**src/rtl/gram_arb_pkg.sv**
```systemverilog
package gram_arb_pkg;
  typedef enum logic {
    SEQ_ARB  = 1'b0,
    SEQ_HOLD = 1'b1
  } seq_state_t;
endpackage

```
**src/rtl/gram_req_sync.sv**
```systemverilog
module gram_req_sync #(
  parameter int N_REQ       = 7,
  parameter int SYNC_STAGES = 2
) (
  input  logic             clk,
  input  logic             rst,
  input  logic [N_REQ-1:0] req_n,
  output logic [N_REQ-1:0] req_act
);
  logic [N_REQ-1:0] stage_q [SYNC_STAGES];

  genvar s;
  generate
    for (s = 0; s < SYNC_STAGES; s++) begin : g_stage
      always_ff @(posedge clk) begin
        if (rst) begin
          stage_q[s] <= '1;
        end else begin
          if (s == 0) stage_q[s] <= req_n;
          else        stage_q[s] <= stage_q[(s == 0) ? 0 : s-1];
        end
      end
    end
  endgenerate

  assign req_act = ~stage_q[SYNC_STAGES-1];
endmodule

```
**src/rtl/gram_prio_pick.sv**
```systemverilog
module gram_prio_pick #(
  parameter int N_REQ      = 7,
  parameter int REPEAT_IDX = 5,
  localparam int IDXW      = (N_REQ > 1) ? $clog2(N_REQ) : 1
) (
  input  logic [N_REQ-1:0] req_act,
  input  logic             last_vld,
  input  logic [IDXW-1:0]  last_idx,
  output logic             win_vld,
  output logic [IDXW-1:0]  win_idx
);
  logic [N_REQ-1:0] above_busy;
  logic [N_REQ-1:0] elig;

  genvar i;
  generate
    for (i = 0; i < N_REQ; i++) begin : g_elig
      if (i == 0) begin : g_top
        assign above_busy[i] = 1'b0;
      end else begin : g_rest
        assign above_busy[i] = |req_act[i-1:0];
      end
      if (i == REPEAT_IDX) begin : g_rep
        assign elig[i] = req_act[i] &
                         (!(last_vld && (last_idx == IDXW'(i))) || !above_busy[i]);
      end else begin : g_lock
        assign elig[i] = req_act[i] & !(last_vld && (last_idx == IDXW'(i)));
      end
    end
  endgenerate

  always_comb begin
    win_vld = 1'b0;
    win_idx = '0;
    for (int k = N_REQ-1; k >= 0; k--) begin
      if (elig[k]) begin
        win_vld = 1'b1;
        win_idx = IDXW'(k);
      end
    end
  end
endmodule

```
**src/rtl/gram_grant_seq.sv**
```systemverilog
module gram_grant_seq
  import gram_arb_pkg::*;
#(
  parameter int N_REQ     = 7,
  parameter int HOLD_CLKS = 4,
  localparam int IDXW     = (N_REQ > 1) ? $clog2(N_REQ) : 1,
  localparam int CNTW     = $clog2(HOLD_CLKS + 1)
) (
  input  logic             clk,
  input  logic             rst,
  input  logic             win_vld,
  input  logic [IDXW-1:0]  win_idx,
  output logic [N_REQ-1:0] gnt_n,
  output logic             xcvr_en,
  output logic             last_vld,
  output logic [IDXW-1:0]  last_idx
);
  seq_state_t      state_q;
  logic [CNTW-1:0] cnt_q;

  always_ff @(posedge clk) begin
    if (rst) begin
      state_q  <= SEQ_ARB;
      cnt_q    <= '0;
      gnt_n    <= '1;
      xcvr_en  <= 1'b0;
      last_vld <= 1'b0;
      last_idx <= '0;
    end else begin
      case (state_q)
        SEQ_ARB: begin
          if (win_vld) begin
            gnt_n    <= ~(N_REQ'(1) << win_idx);
            xcvr_en  <= 1'b1;
            last_idx <= win_idx;
            last_vld <= 1'b1;
            cnt_q    <= CNTW'(HOLD_CLKS - 1);
            state_q  <= SEQ_HOLD;
          end else begin
            last_vld <= 1'b0;
          end
        end
        default: begin
          if (cnt_q == '0) begin
            gnt_n   <= '1;
            xcvr_en <= 1'b0;
            state_q <= SEQ_ARB;
          end else begin
            cnt_q <= cnt_q - 1'b1;
          end
        end
      endcase
    end
  end
endmodule

```
**src/rtl/gram_cycle_arbiter.sv**
```systemverilog
module gram_cycle_arbiter #(
  parameter int N_REQ       = 7,
  parameter int SYNC_STAGES = 2,
  parameter int HOLD_CLKS   = 4,
  parameter int REPEAT_IDX  = 5
) (
  input  logic             clk,
  input  logic             rst,
  input  logic [N_REQ-1:0] req_n,
  output logic [N_REQ-1:0] gnt_n,
  output logic             xcvr_en
);
  localparam int IDXW = (N_REQ > 1) ? $clog2(N_REQ) : 1;

  logic [N_REQ-1:0] req_act;
  logic             win_vld;
  logic [IDXW-1:0]  win_idx;
  logic             last_vld;
  logic [IDXW-1:0]  last_idx;

  gram_req_sync #(.N_REQ(N_REQ), .SYNC_STAGES(SYNC_STAGES)) u_sync (
    .clk(clk), .rst(rst), .req_n(req_n), .req_act(req_act)
  );

  gram_prio_pick #(.N_REQ(N_REQ), .REPEAT_IDX(REPEAT_IDX)) u_pick (
    .req_act(req_act), .last_vld(last_vld), .last_idx(last_idx),
    .win_vld(win_vld), .win_idx(win_idx)
  );

  gram_grant_seq #(.N_REQ(N_REQ), .HOLD_CLKS(HOLD_CLKS)) u_seq (
    .clk(clk), .rst(rst), .win_vld(win_vld), .win_idx(win_idx),
    .gnt_n(gnt_n), .xcvr_en(xcvr_en), .last_vld(last_vld), .last_idx(last_idx)
  );
endmodule

```
**config.mk**
```make
export PLATFORM = sky130hd
export DESIGN_NAME = gram_cycle_arbiter
export DESIGN_NICKNAME = d
export VERILOG_FILES = /design/src/rtl/gram_arb_pkg.sv /design/src/rtl/gram_req_sync.sv /design/src/rtl/gram_prio_pick.sv /design/src/rtl/gram_grant_seq.sv /design/src/rtl/gram_cycle_arbiter.sv
export SDC_FILE = /design/constraint.sdc
export NUM_CORES = 1
export LEC_CHECK = 0
export BUFFER_PORTS_ARGS = -buffer_cell sky130_fd_sc_hd__buf_2
export CAP_MARGIN = 10
export CORE_ASPECT_RATIO = 0.5
export CORE_MARGIN = 10
export CORE_UTILIZATION = 50
export CTS_CLUSTER_SIZE = 12
export DETAILED_ROUTE_END_ITERATION = 7
export PLACE_DENSITY = 0.75
export SLEW_MARGIN = 20
export SYNTH_ARGS = -nofsm -noshare
export SYNTH_HDL_FRONTEND = slang
export SYNTH_SLANG_ARGS = --single-unit
```
**constraint.sdc**
```tcl
create_clock -name clk -period 2 [get_ports clk]
set_input_delay 0.4 -clock clk [delete_from_list [all_inputs] [get_ports clk]]
set_output_delay 0.4 -clock clk [all_outputs]
set_load 0.02 [all_outputs]
```
==> summary.txt <==
Outcome
  • Run status: finished, final reports clean

Floorplan
  • Std cell rows: 13
  • Die height: 56.3 µm
  • Core ar.: 2550 µm²
  • I/O pin count: 17
  • Floorplan die area: 5220 µm²
  • Initial Utilization: 51.6%
  • Die W: 92.6 µm

Place
  • Buffers added on ports: 16
  • HPWL reported at the end of detailed placement: 2100 µm
  • Final estimated routing congestion in global placement: 0.935

STA
  • Slew margin rel.: 71.1%
  • Post-route clock period utilization: 95.2%
  • Number of max-slew violations in the final report: 0
  • Post-Route Setup TNS: 0 ps
  • Count of final hold-check violations: 0
  • Clock period minus final worst setup slack: 1900 ps
  • Peak Freq: 525 MHz
  • Count of endpoints failing setup in the final report: 0
  • Worst slack on hold paths: 298 ps
  • Worst Skew: 6.17 ps
  • Setup repair after global routing missed its margin: false
  • Worst Tran Pin Value: 432 ps

Routing
  • DR iter-0 viols: 64
  • Routed length on met1: 1320 µm
  • Vias: 1,067
  • Detailed-routing iteration count for the pre-antenna-repair pass: 4
  • Final WL: 2710 µm
  • Residual DRC count: 0
  • Ratio of routed vias to standard cells: 5.39
  • Routed wire length on met3: 208 µm
  • Detail-routed net length per standard cell: 13.7 µm
  • Routed wire length on met2: 1130 µm
  • Max Used Layer: met4
  • DRT antenna net count: 0

CTS
  • Num CTS Buffers: 5
  • Num Clock Sinks: 30
  • Clock tree from TritonCTS: built
  • Register clock-pin slew on the reported worst setup and hold paths: 60 ps
  • Number of levels the H-tree was split into: 2
  • Later-pin clock latency in the skew report: 280 ps
  • Buffer type at the clock tree root: clkbuf_8
  • Hold buffers post-CTS: 0
  • Buffer levels on the longest clock path: 2

Run
  • Number of violations of the max-capacitance limit: 0

Power
  • Internal: 1.03 mW
  • Fraction of power consumed by the clock network: 30.8%
  • Static power due to leakage: 0.652 nW
  • Part of the total power dissipated in sequential elements: 48.0%
  • Net switching fraction of the power: 28.8%
  • Power per cell area: 899 nW/µm²
  • Worst ir drop on vdd: 0.000466 V
  • Power spent charging and discharging nets: 416 µW
  • Proportion of power drawn by combinational gates: 21.2%

Min path
  • Class of the most critical hold timing path: input port to flop
  • Cells on Worst Hold Path: 2

Yosys
  • Most numerous cell types in the synthesized netlist: dfxtp_1 (30), or2_2 (14), a21oi_1 (7), inv_1 (7), nor2_1 (6)
  • Count of cell types in the netlist: 43
  • Sequential share of the synthesized area: 45.5%
  • Area leader, netlist: dfxtp_1
  • Yosys synthesis warning count: 0
  • Share of async-settable or async-resettable flops after synthesis: 0%
  • Synth Area per Inst: 9.92 µm²
  • Most frequently used flop master after synthesis: dfxtp_1
  • Share of the synthesized area in the top cell type: 45.5%
  • Total standard cell area after synthesis: 1320 µm²
  • Net count after synthesis: 144
  • Total of flip-flops plus latches after synthesis: 30
  • Most numerous cell in the Yosys netlist: dfxtp_1
  • Leading cell types by total area after synthesis: dfxtp_1 (46%), or2_2 (6.6%), o32a_1 (3.0%)
  • Post-synth EDFFs: 0
  • Number of standard cells after synthesis: 133

GRT
  • Global-route wire length before repair: 4430 µm
  • Initial antenna violation count: 0
  • Congestion Overflow GR: 0
  • GRT Total Usage: 10.5%
  • Vias in the first global route: 1,002
  • Maximum number of pins on one net before global-route repair: 27

Critical path
  • Library cell contributing the largest single delay on the critical path: a2111oi_1
  • Critical Path Stages: 5
  • Critical Path Fanout Max: 6
  • Cells along the critical path: and4b_1, o32a_1, o211ai_1, a2111oi_1, a2111oi_2
  • Critical path class: flop to flop
  • Critical Path Start Type: flop
  • Signal arrival time at the worst endpoint: 2050 ps
  • Worst EP required: 2140 ps
  • Reg2reg path depth: 5
  • Gate family responsible for the most delay along the worst path: compound AO/OA/AOI/OAI gates
  • Category of the worst setup path capture point: flop
  • Slowest Stage Delay on Critical Path: 510 ps
  • Number of buffer and inverter instances along the worst setup path: 0

Final layout
  • Net count of the finished layout: 172
  • Layout overhead on the synthesized area: 21.6%
  • Antenna cell count: 0
  • Layout cell share with drive strength beyond 1: 36.0%
==> layout by cell type (no fill, tap or decap), types with 2 or more instances in the layout <==
cell type,Yosys,final
or2_2,14,14
a21oi_1,7,7
o22a_1,4,4
nand2b_1,3,3
o22ai_1,3,3
buf_4,0,11
buf_2,1,16
inv_1,7,7
clkinv_2,0,2
and2_1,2,2
nand3_1,2,2
dfxtp_1,30,29
o221a_1,2,2
o21ai_1,2,2
mux2i_1,2,2
nor2_1,6,6
nand3b_1,4,4
o32a_1,4,4
ha_1,2,2
nand2_1,5,5
a31o_2,2,2
nor3_1,2,2
and4b_1,2,2
clkbuf_8,0,5
==> cell type report <==
cell class	instances	area (µm²)
repair buffers	27	163
flip-flops and latches	30	602
inverters	8	30.0
clock inverters	2	10.0
multi-input cells	89	684
fillers	235	950
clock buffers	5	68.8
well taps	37	46.3
==> metal layers <==
layer | track usage (%) | up-vias
li1 | - | 553
met1 | 12.1 | 474
met2 | 16.3 | 35
met3 | 4.24 | 5
met4 | 5.90 | 0
met5 | 0 | -
==> sequential cells by signal (all words and copies together) (netlist names) <==
name            flops
u_sync.stage_q     14
u_seq.gnt_n         7
u_seq.cnt_q         3
u_seq.last_idx      3
u_seq.last_vld      1
u_seq.state_q       1
u_seq.xcvr_en       1
==> what timing repair did <==
| action | 4_1_cts | 5_1_grt |
|---|---|---|
| setup buffers | 0 | 0 |
| hold endpoints to repair | 0 | 0 |
| endpoints found under the setup margin | 1 | 7 |
| resized for setup | 1 | 6 |
==> metrics by stage <==
step / utilization [%] / setup slack, ps / cells / area [µm²] / total power, mW
after global placement: 58.6 / 4.01 / 191 / 1500 / 0.983
after floorplan: - / 19.5 / 133 / 1320 / 0.901
after CTS: 61.7 / 28.6 / 198 / 1580 / 1.44
after global routing: 62.8 / 3.67 / 198 / 1600 / 1.52
after detailed placement: 58.6 / -26.8 / 191 / 1500 / 0.993
final: 62.8 / 95.1 / 198 / 1600 / 1.44
==> cell families (layout without fill, tap and decap cells) <==
kind of cell / Yosys count / after routing / synth area share [%]
and+or+nand+nor: 46 / 46 / 21.5
AOI/OAI and AO/OA: 39 / 39 / 24.9
DFF: 30 / 30 / 45.5
buffers and inverters: 14 / 42 / 4.65
adders and majority gates: 2 / 2 / 1.90
muxes: 2 / 2 / 1.52
==> power by group through the flow <==
stage / registers, mW / clock network, mW / logic (mW)
after detailed placement: 0.701 / 0 / 0.292
after global placement: 0.699 / 0 / 0.284
after floorplan: 0.698 / 0 / 0.203
after global routing: 0.701 / 0.484 / 0.340
after CTS: 0.688 / 0.459 / 0.295
final: 0.693 / 0.444 / 0.305
==> final timing paths <==
| check | from | to | slack (ps) |
|---|---|---|---|
| worst min register to register | u_sync.stage_q[0][5] | u_sync.stage_q[1][5] | 410 |
| worst max register to register | u_seq.last_idx[2] | u_seq.last_idx[0] | 100 |
| worst max-delay path | u_seq.last_idx[2] | u_seq.last_idx[0] | 100 |
| worst min-delay path | req_n[4] | u_sync.stage_q[0][4] | 300 |
Note: power is estimated with default switching activity, not from simulation.
